**src/rtl/fp_vmax_pkg.sv**
```systemverilog
// Shared constants for the vector maximum reduction.
// Assumes IEEE-style binary formats: sign, biased exponent, fraction.
package fp_vmax_pkg;
    localparam int HALF_EXP = 5;
    localparam int HALF_MAN = 10;
    localparam int SGL_EXP  = 8;
    localparam int SGL_MAN  = 23;
    localparam int EXC_W    = 2;
    localparam int EXC_INV  = 0;
    localparam int EXC_DEN  = 1;
    typedef logic [EXC_W-1:0] exc_t;
endpackage

```
**src/rtl/fp_lane_prep.sv**
```systemverilog
// Classifies one lane before comparison.
// Does: flush of subnormals to a signed zero, NaN detection, signaling-NaN detection.
// Assumes: an inactive lane is presented to the tree as a NaN and raises nothing.
module fp_lane_prep #(
    parameter int EXP_W = 5,
    parameter int MAN_W = 10,
    localparam int W = 1 + EXP_W + MAN_W
) (
    input  logic [W-1:0] raw,
    input  logic         active,
    input  logic         flush,
    output logic [W-1:0] val,
    output logic         is_nan,
    output logic         snan,
    output logic         den
);
    logic             sgn;
    logic [EXP_W-1:0] ex;
    logic [MAN_W-1:0] mn;
    logic             nan_raw;

    // Field split and classification of the lane.
    always_comb begin
        sgn     = raw[W-1];
        ex      = raw[MAN_W +: EXP_W];
        mn      = raw[MAN_W-1:0];
        nan_raw = (&ex) && (|mn);
        snan    = active && nan_raw && !mn[MAN_W-1];
        den     = active && flush && (ex == '0) && (|mn);
        is_nan  = !active || nan_raw;
        val     = den ? {sgn, {(W-1){1'b0}}} : raw;
    end
endmodule

```
**src/rtl/fp_max2.sv**
```systemverilog
// Two-input maximum-number comparator.
// Does: NaN loses to a number; two NaNs give the default NaN; +0 ranks above -0.
// Assumes: NaN flags come from fp_lane_prep or from a lower comparator.
module fp_max2 #(
    parameter int EXP_W = 5,
    parameter int MAN_W = 10,
    localparam int W = 1 + EXP_W + MAN_W
) (
    input  logic [W-1:0] a,
    input  logic         a_nan,
    input  logic [W-1:0] b,
    input  logic         b_nan,
    output logic [W-1:0] y,
    output logic         y_nan
);
    localparam logic [W-1:0] DNAN = {1'b0, {EXP_W{1'b1}}, 1'b1, {(MAN_W-1){1'b0}}};

    logic [W-1:0] ka, kb;

    // Map sign-magnitude onto an unsigned total order and choose the winner.
    always_comb begin
        ka = a[W-1] ? ~a : {1'b1, a[W-2:0]};
        kb = b[W-1] ? ~b : {1'b1, b[W-2:0]};
        if (a_nan && b_nan) begin
            y     = DNAN;
            y_nan = 1'b1;
        end else if (a_nan) begin
            y     = b;
            y_nan = 1'b0;
        end else if (b_nan) begin
            y     = a;
            y_nan = 1'b0;
        end else begin
            y     = (kb > ka) ? b : a;
            y_nan = 1'b0;
        end
    end
endmodule

```
**src/rtl/fp_max_tree.sv**
```systemverilog
// Balanced pairwise maximum tree over LANES lanes.
// Does: adjacent lanes are compared first, then pair winners, down to one value.
// Assumes: LANES is a power of two; heap indexing, node i takes children 2i+1, 2i+2.
module fp_max_tree #(
    parameter int EXP_W = 5,
    parameter int MAN_W = 10,
    parameter int LANES = 8,
    localparam int W     = 1 + EXP_W + MAN_W,
    localparam int NODES = 2 * LANES - 1
) (
    input  logic [LANES*W-1:0] lanes,
    input  logic [LANES-1:0]   active,
    input  logic               flush,
    output logic [W-1:0]       max_val,
    output logic               inv,
    output logic               den
);
    localparam logic [W-1:0] DNAN = {1'b0, {EXP_W{1'b1}}, 1'b1, {(MAN_W-1){1'b0}}};

    logic [NODES-1:0][W-1:0] nv;
    logic [NODES-1:0]        nn;
    logic [LANES-1:0]        sn;
    logic [LANES-1:0]        dn;

    for (genvar k = 0; k < LANES; k++) begin : g_leaf
        fp_lane_prep #(.EXP_W(EXP_W), .MAN_W(MAN_W)) u_prep (
            .raw    (lanes[k*W +: W]),
            .active (active[k]),
            .flush  (flush),
            .val    (nv[LANES-1+k]),
            .is_nan (nn[LANES-1+k]),
            .snan   (sn[k]),
            .den    (dn[k])
        );
    end

    for (genvar i = 0; i < LANES - 1; i++) begin : g_node
        fp_max2 #(.EXP_W(EXP_W), .MAN_W(MAN_W)) u_cmp (
            .a     (nv[2*i+1]),
            .a_nan (nn[2*i+1]),
            .b     (nv[2*i+2]),
            .b_nan (nn[2*i+2]),
            .y     (nv[i]),
            .y_nan (nn[i])
        );
    end

    // Root value and lane exception summary.
    always_comb begin
        max_val = nn[0] ? DNAN : nv[0];
        inv     = |sn;
        den     = |dn;
    end
endmodule

```
**src/rtl/fp_vmax_reduce.sv**
```systemverilog
// Vector maximum reduction, top level.
// Does: runs a half-precision and a single-precision tree side by side, selects by
// precision, registers result/flags/trap one clock after the strobe.
// Assumes: VEC_W holds a whole number of lanes of each precision; single precision is
// legal only in the full-width shape.
module fp_vmax_reduce #(
    parameter int H_EXP = fp_vmax_pkg::HALF_EXP,
    parameter int H_MAN = fp_vmax_pkg::HALF_MAN,
    parameter int S_EXP = fp_vmax_pkg::SGL_EXP,
    parameter int S_MAN = fp_vmax_pkg::SGL_MAN,
    parameter int VEC_W = 128,
    localparam int HW      = 1 + H_EXP + H_MAN,
    localparam int SW      = 1 + S_EXP + S_MAN,
    localparam int H_LANES = VEC_W / HW,
    localparam int S_LANES = VEC_W / SW,
    localparam int EXC_W   = fp_vmax_pkg::EXC_W
) (
    input  logic             clk,
    input  logic             rst_n,
    input  logic             in_valid,
    input  logic [VEC_W-1:0] operand,
    input  logic             prec_single,
    input  logic             wide,
    input  logic [EXC_W-1:0] trap_en,
    input  logic             flush,
    input  logic             flag_clr,
    output logic             out_valid,
    output logic [SW-1:0]    result,
    output logic             undef_cfg,
    output logic [EXC_W-1:0] sticky_flags,
    output logic             trap_req
);
    import fp_vmax_pkg::*;

    logic [H_LANES-1:0] h_act;
    logic [HW-1:0]      h_max;
    logic               h_inv, h_den;
    logic [SW-1:0]      s_max;
    logic               s_inv, s_den;
    logic               illegal;
    exc_t               exc_now;
    logic [SW-1:0]      res_now;

    fp_max_tree #(.EXP_W(H_EXP), .MAN_W(H_MAN), .LANES(H_LANES)) u_half (
        .lanes   (operand[H_LANES*HW-1:0]),
        .active  (h_act),
        .flush   (flush),
        .max_val (h_max),
        .inv     (h_inv),
        .den     (h_den)
    );

    fp_max_tree #(.EXP_W(S_EXP), .MAN_W(S_MAN), .LANES(S_LANES)) u_single (
        .lanes   (operand[S_LANES*SW-1:0]),
        .active  ({S_LANES{1'b1}}),
        .flush   (flush),
        .max_val (s_max),
        .inv     (s_inv),
        .den     (s_den)
    );

    // Shape decode, exception gathering and result selection.
    always_comb begin
        h_act   = wide ? {H_LANES{1'b1}}
                       : {{(H_LANES/2){1'b0}}, {(H_LANES/2){1'b1}}};
        illegal = prec_single && !wide;
        exc_now = '0;
        if (in_valid && !illegal) begin
            exc_now[EXC_INV] = prec_single ? s_inv : h_inv;
            exc_now[EXC_DEN] = prec_single ? s_den : h_den;
        end
        if (illegal)          res_now = '0;
        else if (prec_single) res_now = s_max;
        else                  res_now = {{(SW-HW){1'b0}}, h_max};
    end

    // Output register stage and sticky flag accumulation.
    always_ff @(posedge clk) begin
        if (!rst_n) begin
            out_valid    <= 1'b0;
            result       <= '0;
            undef_cfg    <= 1'b0;
            sticky_flags <= '0;
            trap_req     <= 1'b0;
        end else begin
            out_valid    <= in_valid;
            undef_cfg    <= in_valid && illegal;
            trap_req     <= |(exc_now & trap_en);
            sticky_flags <= (flag_clr ? '0 : sticky_flags) | (exc_now & ~trap_en);
            if (in_valid) result <= res_now;
        end
    end
endmodule

```
**config.mk**
```make
export PLATFORM = sky130hd
export DESIGN_NAME = fp_vmax_reduce
export DESIGN_NICKNAME = d
export VERILOG_FILES = /design/src/rtl/fp_vmax_pkg.sv /design/src/rtl/fp_lane_prep.sv /design/src/rtl/fp_max2.sv /design/src/rtl/fp_max_tree.sv /design/src/rtl/fp_vmax_reduce.sv
export SDC_FILE = /design/constraint.sdc
export NUM_CORES = 1
export LEC_CHECK = 0
export ABC_AREA = 1
export BUFFER_PORTS_ARGS = -buffer_cell sky130_fd_sc_hd__clkbuf_2
export CORE_ASPECT_RATIO = 1.1
export CORE_MARGIN = 2
export CORE_UTILIZATION = 50
export CTS_BUF_LIST = sky130_fd_sc_hd__clkbuf_4 sky130_fd_sc_hd__clkbuf_8
export DETAILED_ROUTE_END_ITERATION = 16
export PLACE_DENSITY = 0.73
export SLEW_MARGIN = 20
export SYNTH_ARGS = -nofsm -noshare
export SYNTH_HDL_FRONTEND = slang
export SYNTH_SLANG_ARGS = --single-unit
```
**constraint.sdc**
```tcl
create_clock -name clk -period 19.9 [get_ports clk]
set_input_delay 2.985 -clock clk [delete_from_list [all_inputs] [get_ports clk]]
set_output_delay 2.985 -clock clk [all_outputs]
set_load 0.03 [all_outputs]
```
Word-level counts from Yosys, hierarchy flattened:

Index checks and enable logic that the tools add are counted.

* order comparisons: 10
* multiplexer cells: 91
* bitwise gates (word level): 24
* reduce and logical (&&, ||, !) cells: 148

Operators by type and width (count)
* 16-bit 2-to-1 mux: 43
* 32-bit 2-to-1 mux: 21
* 16-bit inverter: 14
* 32-bit inverter: 6
* 31-bit 2-to-1 mux: 4
* 15-bit 2-to-1 mux: 8
* 16-bit greater-than comparator: 7
* 32-bit greater-than comparator: 3
* 23-bit OR reduction: 4
* 10-bit OR reduction: 8
* 1-bit logical AND: 77
* 5-bit zero test: 8
* 5-bit AND reduction: 8
* 8-bit zero test: 4
* 8-bit AND reduction: 4
* 1-bit zero test: 22
* 8-bit OR reduction: 2
* 1-bit 2-to-1 mux: 12
* 1-bit logical OR: 8
* 8-bit 2-to-1 mux: 1
* 4-bit OR reduction: 2
* 2-bit AND: 2
* 2-bit 2-to-1 mux: 2
* 2-bit inverter: 1
* other kinds (2): 2

* bits in registers: 37
* output and inout bits: 37
* logic and storage cells: 278

Depth between registers and ports, before layout:

Gate-level depths: netlist of the first run.

* depth after elaboration: 29
* mapped depth: 60

Hierarchy:

Synthesis of the first run repeated with hierarchy kept, for this count alone.

* cells, all modules: 3322
* area, all modules: 19621.3 um^2

Modules (own cells, without submodules)
* fp_max2 (u_half.g_node[0].u_cmp ...): times used 7, cells an instance 170, area each 1038.5 um^2, seq. area each 0.0 um^2
* fp_max2 (u_single.g_node[0].u_cmp ...): times used 3, cells an instance 343, area each 2143.3 um^2, seq. area each 0.0 um^2
* fp_lane_prep (u_single.g_leaf[0].u_prep ...): times used 4, cells an instance 96, area each 541.8 um^2, seq. area each 0.0 um^2
* fp_vmax_reduce: times used 1, cells an instance 222, area each 1644.1 um^2, seq. area each 740.7 um^2
* fp_lane_prep (u_half.g_leaf[0].u_prep ...): times used 8, cells an instance 47, area each 200.2 um^2, seq. area each 0.0 um^2
* fp_max_tree (u_single): times used 1, cells an instance 64, area each 272.8 um^2, seq. area each 0.0 um^2
* fp_max_tree (u_half): times used 1, cells an instance 57, area each 236.5 um^2, seq. area each 0.0 um^2

Worst setup path after synthesis of the first run:

No wires, ideal clock.

* path kind: input port to flip-flop
* start: in operand[127]
* end: reg result[6]
* library setup time: 0.070 ns
* arrival: 8.788 ns
* slack: 11.042 ns
* cell stages on the path: 49
* buffers on the path: 4
* cell sequence: clkbuf_1 -> inv_2 -> buf_1 -> xor2_1 -> ha_1 -> nand2_1 -> nor2_1 -> nand4_1 -> nor3_1 -> nor2_4 -> nand2_4 -> nand2_4 -> o21ai_1 -> nand2_1 -> buf_6 -> xor2_1 -> ha_1 -> nand2_1 -> [... 13 more ...] -> ha_1 -> inv_1 -> nor2_1 -> nor2_1 -> o21ai_0 -> nand2_1 -> o211ai_1 -> nand2_1 -> nand2_1 -> nand2_1 -> nand2_1 -> nand2_2 -> inv_2 -> buf_4 -> nand4_1 -> nand3_1 -> nand2_1 -> a21oi_1

* longest elaborated chain between the ends: 24
* elaborated cells between the ends (all ways): 39
* classes of those cells: 5 x order compare; 29 x mux; 5 x bitwise

Ends and longest elaborated chain
* start: declaration: line fp_vmax_reduce.sv:21 `input logic [VEC_W-1:0] operand,`
* 16-bit inverter: line fp_max2.sv:23 `kb = b[W-1] ? ~b : {1'b1, b[W-2:0]};`
* 16-bit 2-to-1 mux: line fp_max2.sv:23
* 16-bit greater-than comparator: line fp_max2.sv:34 `y = (kb > ka) ? b : a;`
* 16-bit 2-to-1 mux: line fp_max2.sv:34
* 16-bit 2-to-1 mux: line fp_max2.sv:30 `end else if (b_nan) begin`
* 16-bit 2-to-1 mux: line fp_max2.sv:27 `end else if (a_nan) begin`
* 16-bit 2-to-1 mux: line fp_max2.sv:24 `if (a_nan && b_nan) begin`
* 16-bit inverter: line fp_max2.sv:23
* [... 8 more ...]
* 16-bit greater-than comparator: line fp_max2.sv:34
* 16-bit 2-to-1 mux: line fp_max2.sv:34
* 16-bit 2-to-1 mux: line fp_max2.sv:30
* 16-bit 2-to-1 mux: line fp_max2.sv:27
* 16-bit 2-to-1 mux: line fp_max2.sv:24
* 16-bit 2-to-1 mux: line fp_max_tree.sv:50 `max_val = nn[0] ? DNAN : nv[0];`
* 32-bit 2-to-1 mux (*): line fp_vmax_reduce.sv:73 `else if (prec_single) res_now = s_max;`
* 32-bit 2-to-1 mux (*): line fp_vmax_reduce.sv:72 `if (illegal) res_now = '0;`
* end signal: assignment: line fp_vmax_reduce.sv:90 `if (in_valid) result <= res_now;`
* end: declaration: line fp_vmax_reduce.sv:28 `output logic [SW-1:0] result,`

Mark *: on every way between the ends. The rest lies on a longest branch, timed or not.
A chain may end at the register's enable or synchronous reset.

Worst setup path after layout of the first run:

* start: in operand[126]
* end: reg result[3]

* longest elaborated chain between the ends: 28
* elaborated cells between the ends (all ways): 62
* classes of those cells: 5 x order compare; 36 x mux; 5 x bitwise; 16 x reduce/logical

Ends and longest elaborated chain
* 5-bit zero test: line fp_lane_prep.sv:29 `den = active && flush && (ex == '0) && (|mn);`
* 1-bit logical AND (2 in series): line fp_lane_prep.sv:29
* 15-bit 2-to-1 mux: line fp_lane_prep.sv:31 `val = den ? {sgn, {(W-1){1'b0}}} : raw;`
* 16-bit inverter: line fp_max2.sv:23
* 16-bit 2-to-1 mux: line fp_max2.sv:23
* 16-bit greater-than comparator: line fp_max2.sv:34
* 16-bit 2-to-1 mux: line fp_max2.sv:34
* 16-bit 2-to-1 mux: line fp_max2.sv:30
* [... 11 more ...]
* 16-bit greater-than comparator: line fp_max2.sv:34
* 16-bit 2-to-1 mux: line fp_max2.sv:34
* 16-bit 2-to-1 mux: line fp_max2.sv:30
* 16-bit 2-to-1 mux: line fp_max2.sv:27
* 16-bit 2-to-1 mux: line fp_max2.sv:24
* 16-bit 2-to-1 mux: line fp_max_tree.sv:50
* 32-bit 2-to-1 mux (*): line fp_vmax_reduce.sv:73
* 32-bit 2-to-1 mux (*): line fp_vmax_reduce.sv:72

Marked as above.

==> results of run 1 <==
[synthesized netlist by cell type (all sizes together), types with 2 or more instances]
master / instances / area share [%]
clkinv: 3 / 0.072
a21oi: 139 / 4.5
clkbuf: 31 / 0.75
mux2i: 2 / 0.13
nor4: 9 / 0.36
nand3b: 7 / 0.42
nor3: 35 / 1.4
and2: 3 / 0.12
inv: 211 / 5.1
nand2: 795 / 20
o21ai: 97 / 3.3
nor2: 197 / 5.3
buf: 85 / 3.6
o221ai: 3 / 0.17
or2: 3 / 0.12
xnor2: 92 / 5.3
nand4: 64 / 2.6
o22ai: 4 / 0.16
nand3: 232 / 7.8
o211ai: 3 / 0.14
ha: 212 / 17
a21o: 7 / 0.34
a31oi: 4 / 0.16
dfxtp: 37 / 4.7
xor2: 283 / 16
o21a: 8 / 0.39
[placed cells by master (no fill, tap or decap), types with 8 or more instances in the layout]
master                     netlist  final
sky130_fd_sc_hd__nor2_4         11     11
sky130_fd_sc_hd__nor3_1         28     28
sky130_fd_sc_hd__nand2_4        14     14
sky130_fd_sc_hd__a21oi_1       137    137
sky130_fd_sc_hd__nand4_1        62     62
sky130_fd_sc_hd__nand2_1       765    765
sky130_fd_sc_hd__inv_2          22     22
sky130_fd_sc_hd__nand2_2        16     16
sky130_fd_sc_hd__clkbuf_2        1    173
sky130_fd_sc_hd__xor2_1        283    283
sky130_fd_sc_hd__nand3_1       225    225
sky130_fd_sc_hd__xnor2_1        89     89
sky130_fd_sc_hd__o21ai_1        27     27
sky130_fd_sc_hd__buf_4          19      8
sky130_fd_sc_hd__ha_1          212    212
sky130_fd_sc_hd__nor2_1        182    182
sky130_fd_sc_hd__inv_1         188    186
sky130_fd_sc_hd__o21ai_0        63     63
sky130_fd_sc_hd__nor4_1          9      9
sky130_fd_sc_hd__dfxtp_1        37     37
[registers in the layout, summed over array words and instances, names as in the netlist]
register,cells
trap_req,1
out_valid,1
sticky_flags,2
result,32
undef_cfg,1
[logic make-up after synthesis]
logic type,count (synthesis)
AO/OA/AOI/OAI,268
XOR/XNOR,375
adder cells (fa/ha/maj),212
buffers and inverters,330
flip-flops,37
multiplexers,2
AND/OR/NAND/NOR,1346
[stage by stage]
step / setup WS (ns) / instance area, µm² / utilization, % / std cells / power (mW)
after floorplan: 11.04 / 15650 / - / 2570 / 0.9445
after global placement: 8.726 / 16410 / 53.48 / 3049 / 1.187
after detailed placement: 8.648 / 16410 / 53.48 / 3049 / 1.207
after CTS: 8.984 / 16500 / 53.79 / 3057 / 1.277
after global routing: 8.076 / 16500 / 53.79 / 3057 / 1.431
final: 8.853 / 16510 / 53.80 / 3058 / 1.298
[power by group through the flow]
stage | clock network (mW) | registers, mW | logic (mW)
2_1_floorplan | 0 | 0.120 | 0.824
3_3_place_gp | 0 | 0.0985 | 1.09
3_5_place_dp | 0 | 0.0987 | 1.11
4_1_cts | 0.0650 | 0.0972 | 1.11
5_1_grt | 0.0654 | 0.0985 | 1.27
6_report | 0.0641 | 0.0979 | 1.14
[path summary, 6_finish.rpt]
path	from	endpoint	slack, ns	cells after the start
setup / recovery	operand[126]	result[3]	8.85	50
hold reg to reg	result[25]	result[25]	0.47	2
setup reg to reg	sticky_flags[0]	sticky_flags[0]	19.13	2
hold / removal	result[25]	result[25]	0.47	2
[metal layers]
layer  vias to the layer above  wire (µm)  track usage [%]
met5                         -          0                0
met4                         0       7237            36.02
met3                       259       5492            4.736
met2                      1034      29300            64.84
met1                      8271      26600            48.56
li1                       8517          -                -
[worst max-delay path: cells and delay by family]
kind / cells / cell delay, ns
compound gates: 6 / 0.84
buf+inv: 7 / 1.08
simple gates: 31 / 4.56
xor+xnor: 3 / 0.82
fa+ha+maj: 3 / 0.92
[cell type report]
type                       count  area [µm²]  share of cell area [%]
timing repair buffer         181       925.9                   5.609
antenna                        1       2.502                 0.01516
sequential                    37       740.7                   4.487
clock inverter                 2       13.76                 0.08338
multi-input combinational   2203       13420                   81.29
clock buffer                   6       82.58                  0.5003
tap                          414       518.0                   3.138
inverter                     214       805.8                   4.881
==> results.md, run 1 <==
- Flop and latch count out of synthesis: 37
- Area of the mapped netlist: about 16000 µm²
- Core area: a little over 30000 µm²
- Combinational family with the most area after synthesis: simple AND/OR/NAND/NOR gates
- Post-Route Skew: 0 ns
- Setup repair after global routing missed its margin: no
- CTS Root Cell: sky130_fd_sc_hd__clkbuf_8
- Share of synthesized area occupied by flip-flops and latches: between 4 and 5%
- Buffers inserted by post-CTS timing repair: 0
- Antenna Violating Nets Remaining: 0
- Number of warnings printed during yosys synthesis: 0
- Final setup viols: 0
- CP arrival: approximately 11 ns
- Number of instances resized during post-cts repair: 0
- Final hold violation count: 0
- Share of synthesized flip-flops with an asynchronous set or reset: 0%
- Endpoint required time on the critical path: 20.13 ns
- Clock buffers created by TritonCTS: 5
- Die X: approximately 170 µm
- Multiplexer area fraction after synthesis: less than 1%
- CTS Buffer Depth: 2
- Int Pwr: between 0.5 and 0.6 mW
- Worst Path Class, Setup: primary input to register
- Net count after synthesis: ~3000
- Simple-gate share of the synthesized area: 38.26%
- Cell with the largest stage delay on the worst path: sky130_fd_sc_hd__nand2_1
- Vias post-DR: 18080
- Count of flip-flops with a built-in enable after synthesis: 0
- Clock share of power: under 10%
- Sum of routed wire length over all layers: between 60 and 70 mm
- Setup TNS: 0 ns
- Endpoint type of the worst setup path: register
- Tightest Pin Transition: 1.092 ns
- Number of port buffers: ~170
- Minimum clock period after layout: 11.05 ns
- Hold slack: 0.4688 ns
- Post-synthesis share of cell area spent on xor and xnor gates: 21.13%
- Synthesized-area fraction occupied by ao, oa, aoi and oai cells: under 10%
- Post-route DRC: 0
- Leakage: a little under 9 nW
- Iteration-0 DRC count of the detailed router: 1904
- Largest net degree at the start of global routing: 50
- CTS Sinks: 37
- Clock tree from TritonCTS: done
- Post-route fraction of the period consumed by the critical path: around 56%
- Nature of the critical path startpoint: primary input
- Critical path peak fanout: 23
- Final weighted congestion of routability-driven global placement: between 1 and 1.5
- Worst rel slew slack: 26.74%
- Initial Utilization: about half
- Ratio of cells with drive above 1 in the final layout: 10.93%
- Switching Power: 0.7910 mW
- Count of pins over their slew limit: 0
- Initial antenna violation count: 0
- CTS clk-pin slew, worst paths: approximately 0.090 ns
- Height of the die: between 150 and 200 µm
- H-tree levels: 2
- Worst path most repeated cell: sky130_fd_sc_hd__nand2_1
- Switching part of the total: 60.96%
- Post-CTS Hold Buffers: 0
- Post-synthesis share of cell area spent on full adders, half adders and majority gates: roughly 17%
- Result of the run: completed
- Worst vdd ir: roughly 0.046 mV
- Number of maximum-capacitance constraint violations: 0
- I/O pin total: about 170
- Part of the power in combinational logic: ~88%
- Post-synthesis to final-layout area growth: 5.477%
- Average cell area after synthesis: 6.089 µm²
- Fmax: 90.53 MHz
- Fill cells: 3257
- Vias in the first global route: between 15000 and 20000
- Synthesized instance count: between 2000 and 3000
- Main flop type after synthesis: sky130_fd_sc_hd__dfxtp_1
- Worst path max stage delay: between 0.5 and 0.6 ns
- DIE AREA: roughly 33000 µm²
- Global router's overall resource usage: between 40% and 50%
- Post-detailed-route via-to-cell ratio: 5.913
- Netlist cell types: 53
- Clock Latency Late Sink: ~0.33 ns
- Sequential fraction of design power: under 10%
- Number of cell rows: 67
- Wire length of the first global-routing pass: between 100 and 150 mm
- Detailed-router iteration count before antenna repair: 6
- Leftover overflow at the end of global routing: 0
- Classification of the worst-slack hold path: register to register
- Routed WL per cell: 22.44 µm
- Post-DP HPWL: 57.15 mm
- PwrDens: slightly below 80 nW/µm²
- Number of nets in the layout: between 2000 and 3000
No activity file was read; power rests on OpenSTA's default activity.
==> run 2: changes to the inputs <==
ABC_AREA = 0   (was 1)
clock period = 10.23 ns   (was 19.9 ns; I/O delays follow)
==> run 2 against run 1 <==
Sequential share of layout area about the same; non-clock buffer count increased by 138; via count decreased by 8.2%; synthesized area decreased by 8.3%; combinational power increased by 90%; cell area decreased by 0.42%; clock power increased by 93%; utilization increased by 3.9 points; critical path type unchanged; largest cell class unchanged; highest routed layer unchanged.
==> results.md, run 2 <==
- Fmax: 101.1 MHz
- Iteration-0 DRC count of the detailed router: approximately 1700
- Share of synthesized flip-flops with an asynchronous set or reset: 0%
- Most common cell in the netlist: sky130_fd_sc_hd__nand2_1
- Sum of routed wire length over all layers: 65.84 mm
- Number of antenna repair diodes: 0
- CP arrival: 10.11 ns
- Top reg by flops: result
- Endpoint type of the worst setup path: register
- Number of maximum-capacitance constraint violations: 0
- Peak-usage layer in the global routing report: met2
- Clock tree from TritonCTS: done
- Most frequent cells in the layout: 297 x sky130_fd_sc_hd__nand2_1, 271 x sky130_fd_sc_hd__xnor2_1, 212 x sky130_fd_sc_hd__ha_1
- Setup TNS: 0 ns
- CTS Sinks: 37
- Flop and latch count out of synthesis: 37
- Largest net degree at the start of global routing: between 40 and 50
- Worst Path Class, Setup: primary input to register
- Count of pins over their slew limit: 0
- Endpoint required time on the critical path: 10.45 ns
- Leftover overflow at the end of global routing: 0
- Footprint of the flip-flops and latches: 740.7 µm²
- Post-detailed-route via-to-cell ratio: roughly 6.6
- Depth of the worst register-to-register path: 4
- Worst setup path end: result[10]
- Post-Route Skew: 0 ns
- Area of the mapped netlist: about 14000 µm²
- Initial Utilization: between 50% and 60%
- Number of cell rows: 65
- Post-DP HPWL: around 54 mm
- DIE AREA: ~30000 µm²
- Post-Place Worst Slack: -0.1341 ns
- Average cell area after synthesis: approximately 7.4 µm²
- Vias in the first global route: 16210
- Most common cell after layout, fill and taps aside: sky130_fd_sc_hd__nand2_1
- Worst path max stage delay: 0.54 ns
- I/O pin total: approximately 170
- Final weighted congestion of routability-driven global placement: around 1.1
- Post-synthesis to final-layout area growth: 14.50%
- Global router's overall resource usage: a little over two fifths
- Leading post-synthesis cells by instance count: 297 x sky130_fd_sc_hd__nand2_1, 271 x sky130_fd_sc_hd__xnor2_1, 212 x sky130_fd_sc_hd__ha_1
- CTS clk-pin slew, worst paths: about 0.090 ns
- Post-route DRC: 0
- Clock Latency Late Sink: between 0.3 and 0.4 ns
- Worst vdd ir: 0.09401 mV
- Fill cells: 2737
- Area used by multi-input combinational logic: approximately 13000 µm²
- Area contributors post-synth: sky130_fd_sc_hd__ha_1 18%, sky130_fd_sc_hd__xnor2_1 17%, sky130_fd_sc_hd__nand2_1 7.8%
- Met1 Resource Use GR: roughly 50%
- Tightest Pin Transition: about 0.98 ns
- Count of flip-flops with a built-in enable after synthesis: 0
- H-tree levels: 2
- Nature of the critical path startpoint: primary input
- R2R Path Start: result[4]
- Wire length of the first global-routing pass: roughly 97 mm
- Post-CTS Hold Buffers: 0
- Antenna Violating Nets Remaining: 0
- Final design utilization: between 50% and 60%
- Number of port buffers: between 150 and 200
- Final setup viols: 0
- Ratio of cells with drive above 1 in the final layout: between 10% and 20%
- Synthesized instance count: 1940
- Clock buffers created by TritonCTS: 5
- Vias post-DR: 16600
- CTS Buffer Depth: 2
- Setup repair after global routing missed its margin: no
- Final Worst Setup Slack: ~0.33 ns
- RR Endpoint: result[4]
- Largest regs: result: 32 flops, sticky_flags: 2 flops
- Height of the die: 181.7 µm
- Global routing met3 resource utilization: about 7.2%
- Routed WL per cell: around 26 µm
- Post-route fraction of the period consumed by the critical path: a little over nine tenths
- Detailed-router iteration count before antenna repair: 6
- Result of the run: completed
- Minimum clock period after layout: between 9 and 10 ns
- Cells on Worst Hold Path: 2
- Main flop type after synthesis: sky130_fd_sc_hd__dfxtp_1
- Slack of the worst reg-to-reg path: between 9 and 10 ns
- Top cell type's share of synthesized area: a little under a fifth
- Netlist cell types: 95
- Flip-flop count of the largest register, all copies and words added: 32
- Number of warnings printed during yosys synthesis: 0
- Cell type with the largest total area after synthesis: sky130_fd_sc_hd__ha_1
- CTS Root Cell: sky130_fd_sc_hd__clkbuf_8
- PwrDens: roughly 150 nW/µm²
- Number of nets in the layout: ~2500
- Leakage: between 7 and 8 nW
- Final hold violation count: 0
- Initial antenna violation count: 0
- Critical path peak fanout: 10
- Share of synthesized area occupied by flip-flops and latches: under 10%
- Die X: around 170 µm
- Cell with the largest stage delay on the worst path: sky130_fd_sc_hd__or4_1
- Net count after synthesis: about 2300
- Core area: around 28000 µm²
- Worst rel slew slack: roughly a third
- Met2 global-route usage: 68.85%
- Launching instance or port of the critical path: operand[91]
- Classification of the worst-slack hold path: register to register
run 2: layer usage:
| layer | up-vias | wire (µm) | share of wire [%] |
|---|---|---|---|
| li1 | 7489 | - | - |
| met5 | - | 0 | 0 |
| met1 | 7740 | 24190 | 37 |
| met4 | 0 | 6664 | 10 |
| met2 | 1056 | 28790 | 44 |
| met3 | 318 | 6197 | 9.4 |
run 2: how the worst min path moves through the flow:
stage / start / endpoint / slack, ns
6_report: result[21] / result[21] / 0.45
5_1_grt: result[18] / result[18] / 0.48
4_1_cts: result[21] / result[21] / 0.46
3_5_place_dp: result[21] / result[21] / 0.45
3_3_place_gp: result[20] / result[20] / 0.44
2_1_floorplan: result[22] / result[22] / 0.57
run 2: cells by family after synthesis:
logic type	after synthesis	synth area share, %
AOI/OAI and AO/OA	429	21.34
xor gates and xnor gates	373	22.76
adders and majority gates	212	18.48
buffers and inverters	152	4.794
DFF	37	5.160
muxes	86	6.136
and+or+nand+nor	651	21.34
run 2: what timing repair did:
item	CTS	global route
resized for setup	0	3
setup endpoints to repair	0	15
buffers inserted	0	0
run 2: layout make-up:
class	instances	area share, %
clock buffer	6	0.5024
clock inverter	2	0.08373
inverter	48	1.096
multi-input combinational	1751	78.92
sequential	37	4.506
tap	368	2.801
timing repair buffer	319	12.09
run 2: critical path, delay by kind of cell:
| family | cells | cell delay (ns) |
|---|---|---|
| muxes | 1 | 0.47 |
| and+or+nand+nor | 9 | 2.33 |
| adders and majority gates | 3 | 0.89 |
| buffers and inverters | 3 | 0.47 |
| AOI/OAI and AO/OA | 17 | 4.01 |
| xor gates and xnor gates | 3 | 0.41 |
run 2: power by group:
part,switching (mW),leakage (nW),internal (mW)
Combinational,1.25,7.53,0.918
Sequential,0.0226,0.302,0.167
Clock,0.0688,0.0512,0.0549
Total,1.34,7.88,1.14
run 2: stage by stage:
stage               hold slack (ns)  total power, mW  instances  instance area [µm²]
detailed placement           0.4455            2.298       2523                16330
floorplan                    0.5747            1.601       1940                14360
global placement             0.4425            2.264       2523                16330
finish                       0.4549            2.484       2531                16440
global route                 0.4801            2.678       2531                16440
CTS                          0.4580            2.431       2531                16420
